<file path="src/rtl/pct_pkg.sv">
`timescale 1ns/1ps
package pct_pkg;

    // Walk controller states
    typedef enum logic {
        ST_IDLE = 1'b0,
        ST_WALK = 1'b1
    } walk_state_e;

    // Child index value meaning "no child"
    localparam int unsigned NULL_IDX = 0;

endpackage

</file>
<file path="src/rtl/pct_node_mem.sv">
`timescale 1ns/1ps
module pct_node_mem #(
    parameter int unsigned ADDR_W   = 8,
    parameter int unsigned NODE_CNT = 16,
    parameter int unsigned NH_W     = 4,
    localparam int unsigned IDX_W   = $clog2(NODE_CNT),
    localparam int unsigned POS_W   = $clog2(ADDR_W),
    localparam int unsigned LEN_W   = $clog2(ADDR_W + 1)
) (
    input  logic              clk,
    input  logic              rst,
    input  logic              wr_en,
    input  logic [IDX_W-1:0]  wr_idx,
    input  logic [ADDR_W-1:0] wr_prefix,
    input  logic [LEN_W-1:0]  wr_plen,
    input  logic              wr_has_nh,
    input  logic [NH_W-1:0]   wr_nh,
    input  logic [POS_W-1:0]  wr_bitpos,
    input  logic [IDX_W-1:0]  wr_left,
    input  logic [IDX_W-1:0]  wr_right,
    input  logic [IDX_W-1:0]  rd_idx,
    output logic [ADDR_W-1:0] rd_prefix,
    output logic [LEN_W-1:0]  rd_plen,
    output logic              rd_has_nh,
    output logic [NH_W-1:0]   rd_nh,
    output logic [POS_W-1:0]  rd_bitpos,
    output logic [IDX_W-1:0]  rd_left,
    output logic [IDX_W-1:0]  rd_right
);
    logic [ADDR_W-1:0] t_prefix [NODE_CNT];
    logic [LEN_W-1:0]  t_plen   [NODE_CNT];
    logic              t_has    [NODE_CNT];
    logic [NH_W-1:0]   t_nh     [NODE_CNT];
    logic [POS_W-1:0]  t_pos    [NODE_CNT];
    logic [IDX_W-1:0]  t_left   [NODE_CNT];
    logic [IDX_W-1:0]  t_right  [NODE_CNT];

    // Reset clears all links, so an unloaded table is a set of dead ends
    always_ff @(posedge clk) begin
        if (rst) begin
            for (int i = 0; i < NODE_CNT; i++) begin
                t_prefix[i] <= '0;
                t_plen[i]   <= '0;
                t_has[i]    <= 1'b0;
                t_nh[i]     <= '0;
                t_pos[i]    <= '0;
                t_left[i]   <= '0;
                t_right[i]  <= '0;
            end
        end else if (wr_en) begin
            t_prefix[wr_idx] <= wr_prefix;
            t_plen[wr_idx]   <= wr_plen;
            t_has[wr_idx]    <= wr_has_nh;
            t_nh[wr_idx]     <= wr_nh;
            t_pos[wr_idx]    <= wr_bitpos;
            t_left[wr_idx]   <= wr_left;
            t_right[wr_idx]  <= wr_right;
        end
    end

    // Asynchronous read: one node per cycle without a read stage
    assign rd_prefix = t_prefix[rd_idx];
    assign rd_plen   = t_plen[rd_idx];
    assign rd_has_nh = t_has[rd_idx];
    assign rd_nh     = t_nh[rd_idx];
    assign rd_bitpos = t_pos[rd_idx];
    assign rd_left   = t_left[rd_idx];
    assign rd_right  = t_right[rd_idx];
endmodule

</file>
<file path="src/rtl/pct_node_eval.sv">
`timescale 1ns/1ps
module pct_node_eval #(
    parameter int unsigned ADDR_W   = 8,
    parameter int unsigned NODE_CNT = 16,
    localparam int unsigned IDX_W   = $clog2(NODE_CNT),
    localparam int unsigned POS_W   = $clog2(ADDR_W),
    localparam int unsigned LEN_W   = $clog2(ADDR_W + 1)
) (
    input  logic [ADDR_W-1:0] addr,
    input  logic [ADDR_W-1:0] prefix,
    input  logic [LEN_W-1:0]  plen,
    input  logic [POS_W-1:0]  bitpos,
    input  logic [IDX_W-1:0]  left,
    input  logic [IDX_W-1:0]  right,
    output logic              match,
    output logic [IDX_W-1:0]  child
);
    logic [ADDR_W-1:0] lead_mask;
    logic [ADDR_W-1:0] addr_rev;

    // Position 0 is the address MSB
    for (genvar g = 0; g < ADDR_W; g++) begin : g_rev
        assign addr_rev[g] = addr[ADDR_W-1-g];
    end

    assign lead_mask = ~({ADDR_W{1'b1}} >> plen);
    assign match     = ((addr ^ prefix) & lead_mask) == '0;
    assign child     = addr_rev[bitpos] ? right : left;
endmodule

</file>
<file path="src/rtl/pct_walker.sv">
`timescale 1ns/1ps
module pct_walker
    import pct_pkg::*;
#(
    parameter int unsigned ADDR_W     = 8,
    parameter int unsigned NODE_CNT   = 16,
    parameter int unsigned NH_W       = 4,
    parameter int unsigned ROOT_IDX   = 1,
    parameter logic [NH_W-1:0] DEFAULT_NH = '0,
    localparam int unsigned IDX_W     = $clog2(NODE_CNT),
    localparam int unsigned CNT_W     = $clog2(ADDR_W + 1)
) (
    input  logic              clk,
    input  logic              rst,
    input  logic              req_valid,
    input  logic [ADDR_W-1:0] req_addr,
    output logic              req_ready,
    output logic [ADDR_W-1:0] addr_q,
    output logic [IDX_W-1:0]  cur_idx,
    input  logic              node_match,
    input  logic              node_has_nh,
    input  logic [NH_W-1:0]   node_nh,
    input  logic [IDX_W-1:0]  node_child,
    output logic              rsp_valid,
    output logic              rsp_hit,
    output logic [NH_W-1:0]   rsp_nh
);
    localparam logic [CNT_W-1:0] LAST_VISIT = CNT_W'(ADDR_W - 1);

    walk_state_e      state;
    logic [CNT_W-1:0] visits;
    logic             best_ok;
    logic [NH_W-1:0]  best_nh;
    logic             take, hit_nx, stop;
    logic [NH_W-1:0]  nh_nx;

    assign req_ready = (state == ST_IDLE);
    assign take      = node_match && node_has_nh;
    assign hit_nx    = best_ok || take;
    assign nh_nx     = take ? node_nh : best_nh;
    assign stop      = !node_match || (node_child == IDX_W'(NULL_IDX))
                       || (visits == LAST_VISIT);

    always_ff @(posedge clk) begin
        if (rst) begin
            state     <= ST_IDLE;
            addr_q    <= '0;
            cur_idx   <= '0;
            visits    <= '0;
            best_ok   <= 1'b0;
            best_nh   <= DEFAULT_NH;
            rsp_valid <= 1'b0;
            rsp_hit   <= 1'b0;
            rsp_nh    <= DEFAULT_NH;
        end else begin
            rsp_valid <= 1'b0;
            case (state)
                ST_IDLE: begin
                    if (req_valid) begin
                        addr_q  <= req_addr;
                        cur_idx <= IDX_W'(ROOT_IDX);
                        visits  <= '0;
                        best_ok <= 1'b0;
                        best_nh <= DEFAULT_NH;
                        state   <= ST_WALK;
                    end
                end
                ST_WALK: begin
                    best_ok <= hit_nx;
                    best_nh <= nh_nx;
                    visits  <= visits + 1'b1;
                    cur_idx <= node_child;
                    if (stop) begin
                        state     <= ST_IDLE;
                        rsp_valid <= 1'b1;
                        rsp_hit   <= hit_nx;
                        rsp_nh    <= hit_nx ? nh_nx : DEFAULT_NH;
                    end
                end
                default: state <= ST_IDLE;
            endcase
        end
    end

    AST_WALK_BOUND: assert property (@(posedge clk) disable iff (rst)
        (state == ST_WALK) |-> (visits < CNT_W'(ADDR_W)));
    AST_NO_NULL_VISIT: assert property (@(posedge clk) disable iff (rst)
        (state == ST_WALK) |-> (cur_idx != IDX_W'(NULL_IDX)));
    AST_RSP_PULSE: assert property (@(posedge clk) disable iff (rst)
        rsp_valid |=> !rsp_valid);
    AST_MISS_CODE: assert property (@(posedge clk) disable iff (rst)
        (rsp_valid && !rsp_hit) |-> (rsp_nh == DEFAULT_NH));
    AST_ADDR_HELD: assert property (@(posedge clk) disable iff (rst)
        ((state == ST_WALK) && $past(state == ST_WALK)) |-> $stable(addr_q));
    AST_RSP_HELD: assert property (@(posedge clk) disable iff (rst)
        (!rsp_valid && !$past(rst)) |-> ($stable(rsp_nh) && $stable(rsp_hit)));
endmodule

</file>
<file path="src/rtl/pct_lookup.sv">
`timescale 1ns/1ps
module pct_lookup #(
    parameter int unsigned ADDR_W     = 8,
    parameter int unsigned NODE_CNT   = 16,
    parameter int unsigned NH_W       = 4,
    parameter int unsigned ROOT_IDX   = 1,
    parameter logic [NH_W-1:0] DEFAULT_NH = '0,
    localparam int unsigned IDX_W     = $clog2(NODE_CNT),
    localparam int unsigned POS_W     = $clog2(ADDR_W),
    localparam int unsigned LEN_W     = $clog2(ADDR_W + 1)
) (
    input  logic              clk,
    input  logic              rst,
    input  logic              wr_en,
    input  logic [IDX_W-1:0]  wr_idx,
    input  logic [ADDR_W-1:0] wr_prefix,
    input  logic [LEN_W-1:0]  wr_plen,
    input  logic              wr_has_nh,
    input  logic [NH_W-1:0]   wr_nh,
    input  logic [POS_W-1:0]  wr_bitpos,
    input  logic [IDX_W-1:0]  wr_left,
    input  logic [IDX_W-1:0]  wr_right,
    input  logic              req_valid,
    output logic              req_ready,
    input  logic [ADDR_W-1:0] req_addr,
    output logic              rsp_valid,
    output logic              rsp_hit,
    output logic [NH_W-1:0]   rsp_nh
);
    logic [ADDR_W-1:0] addr_q;
    logic [IDX_W-1:0]  cur_idx;
    logic [ADDR_W-1:0] n_prefix;
    logic [LEN_W-1:0]  n_plen;
    logic              n_has;
    logic [NH_W-1:0]   n_nh;
    logic [POS_W-1:0]  n_pos;
    logic [IDX_W-1:0]  n_left, n_right, n_child;
    logic              n_match;

    pct_node_mem #(.ADDR_W(ADDR_W), .NODE_CNT(NODE_CNT), .NH_W(NH_W)) u_mem (
        .clk(clk), .rst(rst),
        .wr_en(wr_en), .wr_idx(wr_idx), .wr_prefix(wr_prefix), .wr_plen(wr_plen),
        .wr_has_nh(wr_has_nh), .wr_nh(wr_nh), .wr_bitpos(wr_bitpos),
        .wr_left(wr_left), .wr_right(wr_right),
        .rd_idx(cur_idx), .rd_prefix(n_prefix), .rd_plen(n_plen),
        .rd_has_nh(n_has), .rd_nh(n_nh), .rd_bitpos(n_pos),
        .rd_left(n_left), .rd_right(n_right)
    );

    pct_node_eval #(.ADDR_W(ADDR_W), .NODE_CNT(NODE_CNT)) u_eval (
        .addr(addr_q), .prefix(n_prefix), .plen(n_plen), .bitpos(n_pos),
        .left(n_left), .right(n_right), .match(n_match), .child(n_child)
    );

    pct_walker #(.ADDR_W(ADDR_W), .NODE_CNT(NODE_CNT), .NH_W(NH_W),
                 .ROOT_IDX(ROOT_IDX), .DEFAULT_NH(DEFAULT_NH)) u_walk (
        .clk(clk), .rst(rst),
        .req_valid(req_valid), .req_addr(req_addr), .req_ready(req_ready),
        .addr_q(addr_q), .cur_idx(cur_idx),
        .node_match(n_match), .node_has_nh(n_has), .node_nh(n_nh),
        .node_child(n_child),
        .rsp_valid(rsp_valid), .rsp_hit(rsp_hit), .rsp_nh(rsp_nh)
    );
endmodule

</file>
<file path="config.mk">
export PLATFORM = sky130hd
export DESIGN_NAME = pct_lookup
export DESIGN_NICKNAME = d
export VERILOG_FILES = /design/src/rtl/pct_pkg.sv /design/src/rtl/pct_node_mem.sv /design/src/rtl/pct_node_eval.sv /design/src/rtl/pct_walker.sv /design/src/rtl/pct_lookup.sv
export SDC_FILE = /design/constraint.sdc
export NUM_CORES = 1
export LEC_CHECK = 0
export CORE_ASPECT_RATIO = 0.75
export CORE_UTILIZATION = 30
export CTS_CLUSTER_SIZE = 20
export DETAILED_ROUTE_END_ITERATION = 7
export GPL_TIMING_DRIVEN = 0
export PLACE_DENSITY_LB_ADDON = 0.08
export SYNTH_ARGS = -nofsm -noshare
export SYNTH_HDL_FRONTEND = slang
export SYNTH_HIERARCHICAL = 1
export SYNTH_SLANG_ARGS = --single-unit
</file>
<file path="constraint.sdc">
create_clock -name clk -period 8.1 [get_ports clk]
set_clock_uncertainty 0.05 [all_clocks]
set_input_delay 1.62 -clock clk [delete_from_list [all_inputs] [get_ports clk]]
set_output_delay 1.62 -clock clk [all_outputs]
set_load 0.05 [all_outputs]
</file>
==> results of run 1 <==
-- layer usage --
| layer | track usage [%] | vias to the layer above | part of all wire [%] |
|---|---|---|---|
| met4 | 3.89 | 0 | 1.5 |
| met1 | 29.0 | 6444 | 49 |
| met3 | 3.27 | 79 | 5.7 |
| met2 | 29.2 | 383 | 44 |
| met5 | 0 | - | 0 |
| li1 | - | 5451 | - |
-- layout by cell type (no fill, tap or decap), drive strengths merged, types with 2 or more instances in the layout --
cell type | netlist | final
nor3 | 8 | 8
or2 | 16 | 16
nand3 | 9 | 9
clkbuf | 81 | 159
o21ai | 9 | 9
nand4b | 2 | 2
edfxtp | 448 | 448
nand3b | 2 | 2
bufinv | 0 | 3
xnor2 | 4 | 4
mux2 | 4 | 4
a211oi | 2 | 2
a21oi | 23 | 23
clkinv | 0 | 14
nand2b | 3 | 3
diode | 0 | 2
nor2b | 6 | 6
mux2i | 2 | 2
a311oi | 4 | 4
clkdlybuf4s50 | 0 | 49
nand4bb | 2 | 2
and2 | 450 | 450
mux4 | 114 | 114
nand2 | 51 | 51
dfxtp | 28 | 28
a22oi | 57 | 57
a2111oi | 5 | 5
xor2 | 4 | 4
inv | 2 | 4
nor2 | 24 | 24
buf | 43 | 44
nor3b | 4 | 4
-- flip-flops by register name, summed over array words and instances, names as in the netlist --
register / flops
u_mem/t_prefix: 128
u_walk/best_ok: 1
u_walk/rsp_valid: 1
u_walk/visits: 4
u_mem/t_pos: 48
u_mem/t_nh: 64
u_walk/rsp_hit: 1
u_mem/t_left: 64
u_walk/best_nh: 4
u_walk/addr_q: 8
u_mem/t_has: 16
u_walk/cur_idx: 4
u_walk/rsp_nh: 4
u_walk/state: 1
u_mem/t_plen: 64
u_mem/t_right: 64
-- worst max-delay path: cells and delay by family, from the launching register on --
family,cells,cell delay (ps)
mux,4,1710
buf+inv,2,1320
compound gates,3,750
simple gates,2,610
flops,1,420
-- power groups by stage --
stage               Sequential [mW]  Combinational (mW)  Clock (mW)
global placement               2.92               0.672           0
global route                   2.89               0.709        2.54
detailed placement             2.93               0.675           0
floorplan                      2.91               0.398           0
CTS                            2.87               0.677        2.46
finish                         2.87               0.667        2.39
-- cell type report --
type / count / share of cell area (%)
Multi-Input combinational cell: 814 / 27.9
Sequential cell: 476 / 56.3
Clock inverter: 20 / 0.804
Antenna cell: 2 / 0.0201
Clock buffer: 78 / 5.94
Tap cell: 946 / 4.75
Timing Repair Buffer: 50 / 2.00
Buffer: 124 / 2.29
Inverter: 2 / 0.0301
-- through the flow --
step	setup slack, ps	std cells
5_1_grt	2870	2510
4_1_cts	3120	2510
2_1_floorplan	4580	1416
3_5_place_dp	3030	2412
3_3_place_gp	2630	2411
6_report	3060	2512
-- final timing paths --
kind                                    end  slack [ps]  cells past startpoint
max           u_walk/rsp_nh[3]$_SDFFE_PP0P_        3060                     11
min          u_walk/best_nh[0]$_SDFFE_PP0P_         430                      2
max reg2reg   u_walk/rsp_nh[3]$_SDFFE_PP0P_        3060                     11
min reg2reg  u_walk/best_nh[0]$_SDFFE_PP0P_         430                      2
-- kinds of logic (layout without fill, tap and decap cells) --
family,count (synthesis),after routing
mux,120,120
simple gates,581,581
other cells,0,2
xor+xnor,8,8
compound gates,104,104
flops,476,476
fa+ha+maj,1,1
buf+inv,126,274
==> results.md, run 1 <==
* Status: completed
* CP Data Arrival Time at 5460 ps
* Highest clock rate at 199 MHz
* Simple logic cell fraction of the synthesized area at 16.2%
* Initial antenna violation count at 8
* Required time of the critical path at 8520 ps
* Wire length per cell at 27.8 µm
* First DRT Iteration DRCs at 1236
* Critical path endpoint category: flip-flop
* Maximum VDD drop at 136 µV
* Drt pass-1 iters at 5
* Xor/xnor share of the synthesized area at 0.325%
* Htree depth at 2
* Synth area leader: edfxtp_1
* Vias in the first global route at 12.5k
* Synthesis Warnings at 6
* Final Hold Fails at 0
* DRC errors left at 0
* Power density over the cells at 238 mW/mm²
* CP Launch Point: u_walk/cur_idx[1]$_SDFFE_PP0P_
* Final period utilization at 62.2%
* Synth Area in Adders at 0.0581%
* Clock Sinks at 476
* Total Power at 5.93 mW
* CTS Buffer Depth at 3
* Lkg Pwr at 8.32 nW
* Largest family of logic cells by synthesized area: simple AND/OR/NAND/NOR gates
* RSZ-0062 raised after global routing: false
* Logic pwr share at 11.2%
* Vias post-DR at 12.4k
* CP max stage delay at 870 ps
* Proportion of synthesized area in mux cells at 12.3%
* GRT Util Overall at 19.3%
* Post-synth EDFFs at 448
* Final net count at 1566
* DP Area at 0.0232 mm²
* FF+latch count, synth at 476
* Most frequently used cell type in the post-synthesis netlist: and2_1
* Seq/Total Area, Yosys at 65.1%
* Crit Path Class: reg2reg
* Top post-synthesis cells by area: edfxtp_1, and2_1, mux4_2, dfxtp_1, a22oi_1
* Row Count at 84
* Final hold slack at 431 ps
* Storage cell area at 0.0140 mm²
* Critical Path Fanout Max at 11
* CP max-delay cell: buf_1
* Layout cells sized above 1 at 15.9%
* Mapped Nets at 1461
* Rel. slew slack at 18.9%
* Die H at 234 µm
* Total grt overflow at 0
* Tightest Pin Transition at 1220 ps
* Ports at 51
* First-pass GRT wire length at 98200 µm
* Fin crit period at 5040 ps
* TritonCTS clock tree: yes
* Final setup viols at 0
* PostCTS Resize Cnt at 0
* Area of the multi-input gates at 0.00694 mm²
* Net Switching at 1.48 mW
* Cell Area, Synth at 0.0215 mm²
* Reg-to-reg critical path startpoint: u_walk/cur_idx[1]$_SDFFE_PP0P_
* Ys flop type: edfxtp_1
* Final Util at 35.3%
* Core area at 0.0705 mm²
* Final-report max-slew violation count at 0
* Total wire length at 69800 µm
* Port Buffers at 49
* Largest net degree at the start of global routing at 29
* GP Congestion at 0.803
* Clock power share at 40.3%
* Switching share of power at 25.0%
* Ys async rst share at 0%
* Area Growth Syn to Fin at 15.7%
* Netlist cell types at 44
* Flop pwr share at 48.4%
* HPWL after DPL at 45400 µm
* Clk_lat worst skew at 610 ps
* CTS Hold Buffers Added at 0
* Total CTS buffers at 53
* Setup Buffers After CTS at 0
* Starting Density at 30.5%
* Cell area after layout at 0.0249 mm²
* Worst min-delay path class: reg2reg
* Cells along the critical path: buf_2 > buf_1 > mux4_2 > a22oi_1 > nand2_1 > mux4_1 > mux2i_4 > mux2_2 > nor4_4 > a211o_1 > a311oi_1
* Share of the synthesized area in the top cell type at 62.5%
* Hold path start: u_walk/best_nh[0]$_SDFFE_PP0P_
* Antenna-violating nets left at 0
* Die X at 311 µm
* Final TNS setup at 0 ps
* Startpoint types: flip-flop
* Vias per cell at 4.92
* Gate Count Post-Synth at 1416
* Max-capacitance violation count at 0
* Compound-Gate Fraction of Synth Area at 3.31%
* Avg Cell Area, Syn at 15.2 µm²
* Filler cells at 6767
* CTS root buf: clkbuf_16
* Die area at 0.0728 mm²
* Pint at 4.45 mW
* Commonest cells in the netlist: and2_1, edfxtp_1, mux4_2
* Clock slew at reported path FFs at 60 ps
(Power assumes the default switching activity.)
==> inputs of run 2 (changes only) <==
clock period = 4.8 ns   (was 8.1 ns; I/O delays follow)
==> results.md, run 2 (same netlist as run 1, synthesis figures left out) <==
* Pint at 7.51 mW (was 4.45 mW)
* Highest clock rate at 220 MHz (was 199 MHz)
* Die area at 0.0728 mm² (unchanged)
* Flop pwr share at 48.4% (about the same)
* Antenna-violating nets left at 0 (unchanged)
* Power density over the cells at 402 mW/mm² (was 238 mW/mm²)
* DRC errors left at 0 (unchanged)
* Critical path endpoint category: flip-flop (unchanged)
* Initial antenna violation count at 8 (unchanged)
* Net Switching at 2.50 mW (was 1.48 mW)
* TritonCTS clock tree: yes (unchanged)
* Total grt overflow at 0 (unchanged)
* Final cell count without fillers at 2514 (was 2512)
* Most common cell after layout, fill and taps aside: and2_1 (unchanged)
* Drt pass-1 iters at 5 (unchanged)
* Clock Sinks at 476 (unchanged)
* Die H at 234 µm (unchanged)
* GP Congestion at 0.803 (unchanged)
* Final period utilization at 94.7% (was 62.2%)
* Total Power at 10.0 mW (was 5.93 mW)
* Die X at 311 µm (unchanged)
* Required time of the critical path at 5220 ps (was 8520 ps)
* DP Area at 0.0232 mm² (unchanged)
* GRT Util Overall at 19.3% (unchanged)
* Hold Crit Depth at 2 (unchanged)
* Core area at 0.0705 mm² (unchanged)
* Layout cells sized above 1 at 16.2% (was 15.9%)
* Starting Density at 30.5% (unchanged)
* CP max-delay cell: buf_1 (unchanged)
* Row Count at 84 (unchanged)
* Hold path start: u_walk/best_nh[0]$_SDFFE_PP0P_ (unchanged)
* Cells along the critical path: buf_2 > buf_1 > mux4_2 > a22oi_1 > nand2_1 > mux4_1 > mux2i_4 > mux2_2 > nor4_4 > buf_4 > a211o_1 > a311oi_1 (was buf_2 > buf_1 > mux4_2 > a22oi_1 > nand2_1 > mux4_1 > mux2i_4 > mux2_2 > nor4_4 > a211o_1 > a311oi_1)
* Placed insts at 2412 (unchanged)
* Vias post-DR at 12.3k (was 12.4k)
* Final hold slack at 430 ps (was 431 ps)
* Startpoint types: flip-flop (unchanged)
* Vias per cell at 4.90 (was 4.92)
* Reg with most FFs: u_mem/t_prefix (unchanged)
* Maximum VDD drop at 230 µV (was 136 µV)
* Hold endpoint: u_walk/best_nh[0]$_SDFFE_PP0P_ (unchanged)
* Port Buffers at 49 (unchanged)
* First-pass GRT wire length at 98200 µm (unchanged)
* Crit Path Class: reg2reg (unchanged)
* Dpl ws at -159 ps (was 3030 ps)
* Ports at 51 (unchanged)
* Status: completed (unchanged)
* Lkg Pwr at 8.33 nW (was 8.32 nW)
* HPWL after DPL at 45400 µm (unchanged)
* Final setup viols at 0 (unchanged)
* Final net count at 1567 (was 1566)
* Number of flip-flops in the largest register at 128 (unchanged)
* Fin crit period at 4550 ps (was 5040 ps)
* RSZ-0062 raised after global routing: false (unchanged)
* Largest net degree at the start of global routing at 29 (unchanged)
* Clock power share at 40.3% (about the same)
* Final-report max-slew violation count at 0 (unchanged)
* Vias in the first global route at 12.5k (unchanged)
* Rel. slew slack at 18.3% (was 18.9%)
* Critical Path Fanout Max at 10 (was 11)
* Clock slew at reported path FFs at 60 ps (about the same)
* FF-to-FF setup slack at 250 ps (was 3060 ps)
* Htree depth at 2 (unchanged)
* Wire length per cell at 27.8 µm (about the same)
* Total CTS buffers at 53 (unchanged)
* CTS Buffer Depth at 3 (unchanged)
* Tightest Pin Transition at 1230 ps (was 1220 ps)
* Reg-to-reg critical path startpoint: u_walk/cur_idx[1]$_SDFFE_PP0P_ (unchanged)
* Max-capacitance violation count at 0 (unchanged)
* CP Data Arrival Time at 4970 ps (was 5460 ps)
* Cell area after layout at 0.0249 mm² (about the same)
* Area Growth Syn to Fin at 15.7% (about the same)
* Commonest cells after routing, fill and taps aside: and2_1, edfxtp_1, mux4_2, clkbuf_1, a22oi_1 (unchanged)
* FF-to-FF End: u_walk/rsp_nh[2]$_SDFFE_PP0P_ (was u_walk/rsp_nh[3]$_SDFFE_PP0P_)
* First DRT Iteration DRCs at 1238 (was 1236)
* Clk_lat worst skew at 610 ps (about the same)
* Total wire length at 69800 µm (about the same)
* CP max stage delay at 720 ps (was 870 ps)
* CTS root buf: clkbuf_16 (unchanged)
* Final WS setup at 255 ps (was 3060 ps)
* Worst min-delay path class: reg2reg (unchanged)
* Logic pwr share at 11.3% (was 11.2%)
* Switching share of power at 25.0% (about the same)
* Final Hold Fails at 0 (unchanged)
* Worst R2R Path Depth at 12 (was 11)
-- run 2: changes by cell type in the layout (fill, tap and decap cells not counted) --
cell      delta
buf_1        -3
clkbuf_2     +2
buf_4        +1
clkbuf_4     +1
diode_2      +1
-- run 2: power groups by stage --
stage	Combinational [mW]	Clock [mW]	Sequential, mW
after floorplan	0.671	0	4.92
after global placement	1.13	0	4.93
after detailed placement	1.14	0	4.94
after CTS	1.14	4.15	4.85
after global routing	1.20	4.29	4.87
final	1.13	4.04	4.85
-- run 2: how the worst max path moves through the flow --
stage,startpoint,endpoint,slack [ps],cells after the start
6_report,u_walk/cur_idx[1]$_SDFFE_PP0P_,u_walk/rsp_nh[2]$_SDFFE_PP0P_,250,12
5_1_grt,u_walk/cur_idx[0]$_SDFFE_PP0P_,u_walk/rsp_nh[3]$_SDFFE_PP0P_,120,13
4_1_cts,u_walk/cur_idx[1]$_SDFFE_PP0P_,u_walk/rsp_nh[1]$_SDFFE_PP0P_,120,11
3_5_place_dp,u_walk/cur_idx[1]$_SDFFE_PP0P_,u_walk/rsp_nh[2]$_SDFFE_PP0P_,-160,11
3_3_place_gp,u_walk/cur_idx[1]$_SDFFE_PP0P_,u_walk/rsp_nh[2]$_SDFFE_PP0P_,-670,12
2_1_floorplan,u_walk/cur_idx[0]$_SDFFE_PP0P_,u_walk/rsp_nh[0]$_SDFFE_PP0P_,1280,11
-- run 2: worst max-delay path: cells and delay by family (launching register included) --
family / cells / cell delay, ps
AO/OA/AOI/OAI: 3 / 600
buffers and inverters: 3 / 1330
flip-flops: 1 / 420
multiplexers: 4 / 1470
AND/OR/NAND/NOR: 2 / 510
-- run 2: cell type report --
class	instances	area [µm²]
Clock buffer	78	1480
Antenna cell	3	7.51
Fill cell	6761	45600
Buffer	124	577
Timing Repair Buffer	51	505
Multi-Input combinational cell	814	6940
Tap cell	946	1180
Clock inverter	20	200
Inverter	2	7.51
Sequential cell	476	14000
-- run 2: stage by stage --
step / setup TNS, ps / util, %
floorplan: 0 / -
global placement: -6450 / 32.9
detailed placement: -889 / 32.9
CTS: 0 / 35.3
global route: 0 / 35.3
finish: 0 / 35.3
-- run 2: per-layer routing --
metal	part of all wire, %	vias up	track usage [%]
met2	44	371	29.2
li1	-	5452	-
met3	6.3	82	3.27
met1	49	6405	29.0
met5	0	-	0
met4	1.6	0	3.89
-- run 2: repair_timing --
item | 4_1_cts | 5_1_grt
pin swaps | 0 | 1
resized for setup | 2 | 7
setup endpoints to repair | 7 | 6
hold buffers | 0 | 0
cloned | 0 | 0
buffers inserted | 0 | 1
==> inputs of run 3 (changes only) <==
CAP_MARGIN = 20   (was not set)
SETUP_SLACK_MARGIN = 0.5   (was not set)
==> results.md, run 3 (same netlist as run 1, synthesis figures left out) <==
* Status: completed (unchanged)
* Wire length per cell at 27.7 µm (was 27.8 µm)
* Final-report max-slew violation count at 0 (unchanged)
* Commonest cells after routing, fill and taps aside: and2_1, edfxtp_1, mux4_2, clkbuf_1, a22oi_1 (unchanged)
* Area Growth Syn to Fin at 16.1% (was 15.7%)
* Initial antenna violation count at 8 (unchanged)
* Ports at 51 (unchanged)
* Logic pwr share at 11.4% (was 11.3%)
* Switching share of power at 25.0% (about the same)
* Crit Path Class: reg2reg (unchanged)
* CP Launch Point: u_walk/cur_idx[0]$_SDFFE_PP0P_ (was u_walk/cur_idx[1]$_SDFFE_PP0P_)
* CTS Buffer Depth at 3 (unchanged)
* Dpl ws at -159 ps (unchanged)
* Final cell count without fillers at 2516 (was 2514)
* Die H at 234 µm (unchanged)
* Critical Path Fanout Max at 10 (unchanged)
* Reg with most FFs: u_mem/t_prefix (unchanged)
* Clock slew at reported path FFs at 60 ps (about the same)
* Storage cell area at 0.0140 mm² (unchanged)
* Required time of the critical path at 5270 ps (was 5220 ps)
* Reg-to-reg critical path startpoint: u_walk/cur_idx[0]$_SDFFE_PP0P_ (was u_walk/cur_idx[1]$_SDFFE_PP0P_)
* Clk_lat worst skew at 610 ps (about the same)
* Port Buffers at 49 (unchanged)
* Placed insts at 2412 (unchanged)
* Final setup viols at 0 (unchanged)
* Total grt overflow at 0 (unchanged)
* HPWL after DPL at 45400 µm (unchanged)
* Number of flip-flops in the largest register at 128 (unchanged)
* Final Hold Fails at 0 (unchanged)
* Fin crit period at 4110 ps (was 4550 ps)
* Net Switching at 2.51 mW (was 2.50 mW)
* Vias in the first global route at 12.5k (about the same)
* First DRT Iteration DRCs at 1196 (was 1238)
* Flop pwr share at 48.4% (about the same)
* CP Data Arrival Time at 4580 ps (was 4970 ps)
* CTS root buf: clkbuf_16 (unchanged)
* First-pass GRT wire length at 98300 µm (was 98200 µm)
* Lkg Pwr at 8.39 nW (was 8.33 nW)
* Worst min-delay path class: reg2reg (unchanged)
* Core area at 0.0705 mm² (unchanged)
* Drt pass-1 iters at 5 (unchanged)
* Startpoint types: flip-flop (unchanged)
* Layout cells sized above 1 at 17.1% (was 16.2%)
* Final net count at 1567 (unchanged)
* Final period utilization at 85.6% (was 94.7%)
* GRT Util Overall at 19.3% (about the same)
* Vias post-DR at 12.4k (was 12.3k)
* Tightest Pin Transition at 1110 ps (was 1230 ps)
* Power density over the cells at 401 mW/mm² (was 402 mW/mm²)
* Final WS setup at 690 ps (was 255 ps)
* Row Count at 84 (unchanged)
* Starting Density at 30.5% (unchanged)
* Pint at 7.52 mW (was 7.51 mW)
* DRC errors left at 0 (unchanged)
* Die area at 0.0728 mm² (unchanged)
* Maximum VDD drop at 228 µV (was 230 µV)
* Total CTS buffers at 53 (unchanged)
* Area of the multi-input gates at 0.00696 mm² (was 0.00694 mm²)
* Max-capacitance violation count at 0 (unchanged)
* CTS Hold Buffers Added at 0 (unchanged)
* Clock Sinks at 476 (unchanged)
* Die X at 311 µm (unchanged)
* GP Congestion at 0.803 (unchanged)
* Critical path endpoint category: flip-flop (unchanged)
* Most common cell after layout, fill and taps aside: and2_1 (unchanged)
* Htree depth at 2 (unchanged)
* RSZ-0062 raised after global routing: false (unchanged)
* Highest clock rate at 243 MHz (was 220 MHz)
* Clock power share at 40.3% (about the same)
* Hold path start: u_walk/best_nh[3]$_SDFFE_PP0P_ (was u_walk/best_nh[0]$_SDFFE_PP0P_)
* Antenna-violating nets left at 0 (unchanged)
* Rel. slew slack at 25.8% (was 18.3%)
* Filler cells at 6750 (was 6761)
* Total wire length at 69800 µm (about the same)
* Largest net degree at the start of global routing at 29 (unchanged)
* TritonCTS clock tree: yes (unchanged)
* Vias per cell at 4.92 (was 4.90)
[run 3: per-layer routing]
| metal | global-route usage [%] | wire length (µm) |
|---|---|---|
| met5 | 0 | 0 |
| met4 | 3.89 | 1050 |
| met3 | 3.28 | 4010 |
| met2 | 29.2 | 30500 |
| met1 | 29.0 | 34200 |
[run 3: critical path, stage by stage (launching register included)]
cell and delay, ps:
dfxtp_1 350, clkbuf_4 200, buf_12 200, buf_16 190, mux4_2 580, a22oi_2 260
nand2_1 140, mux4_1 510, mux2i_4 270, mux2_2 420, nor4_4 270, buf_4 190
a2111oi_0 110, a311oi_1 240
[run 3: worst paths after layout]
path                               endpoint  depth (start not counted)  slack, ps
max           u_walk/rsp_nh[3]$_SDFFE_PP0P_                         13        690
min          u_walk/best_nh[3]$_SDFFE_PP0P_                          2        430
max reg2reg   u_walk/rsp_nh[3]$_SDFFE_PP0P_                         13        690
min reg2reg  u_walk/best_nh[3]$_SDFFE_PP0P_                          2        430
[run 3: what timing repair did]
action | in CTS | in global routing
endpoints found under the setup margin | 13 | 12
pin swaps | 1 | 1
resized for setup | 20 | 26
setup buffers | 1 | 0
[run 3: per-stage QoR]
stage	total power, mW	util [%]	instance area (µm²)	TNS (ps)	hold slack (ps)
after CTS	10.2	35.4	24900	0	428
after global routing	10.4	35.4	25000	0	447
after detailed placement	6.08	32.9	23200	-889	420
after global placement	6.07	32.9	23200	-6450	418
final	10.0	35.4	25000	0	433
after floorplan	5.59	-	21500	0	400
[run 3: power by group through the flow]
stage | sequential (mW) | combinational (mW) | clock, mW
after floorplan | 4.92 | 0.671 | 0
after global placement | 4.93 | 1.13 | 0
after detailed placement | 4.94 | 1.14 | 0
after CTS | 4.85 | 1.15 | 4.15
after global routing | 4.87 | 1.21 | 4.29
final | 4.85 | 1.14 | 4.04
[run 3: area by class of cell]
cell class | count | area share, %
Sequential cell | 476 | 56.1
Multi-Input combinational cell | 814 | 27.8
Clock buffer | 78 | 5.92
Tap cell | 946 | 4.74
Buffer | 124 | 2.53
Timing Repair Buffer | 51 | 2.02
Clock inverter | 20 | 0.801
Antenna cell | 5 | 0.0501
Inverter | 2 | 0.0300
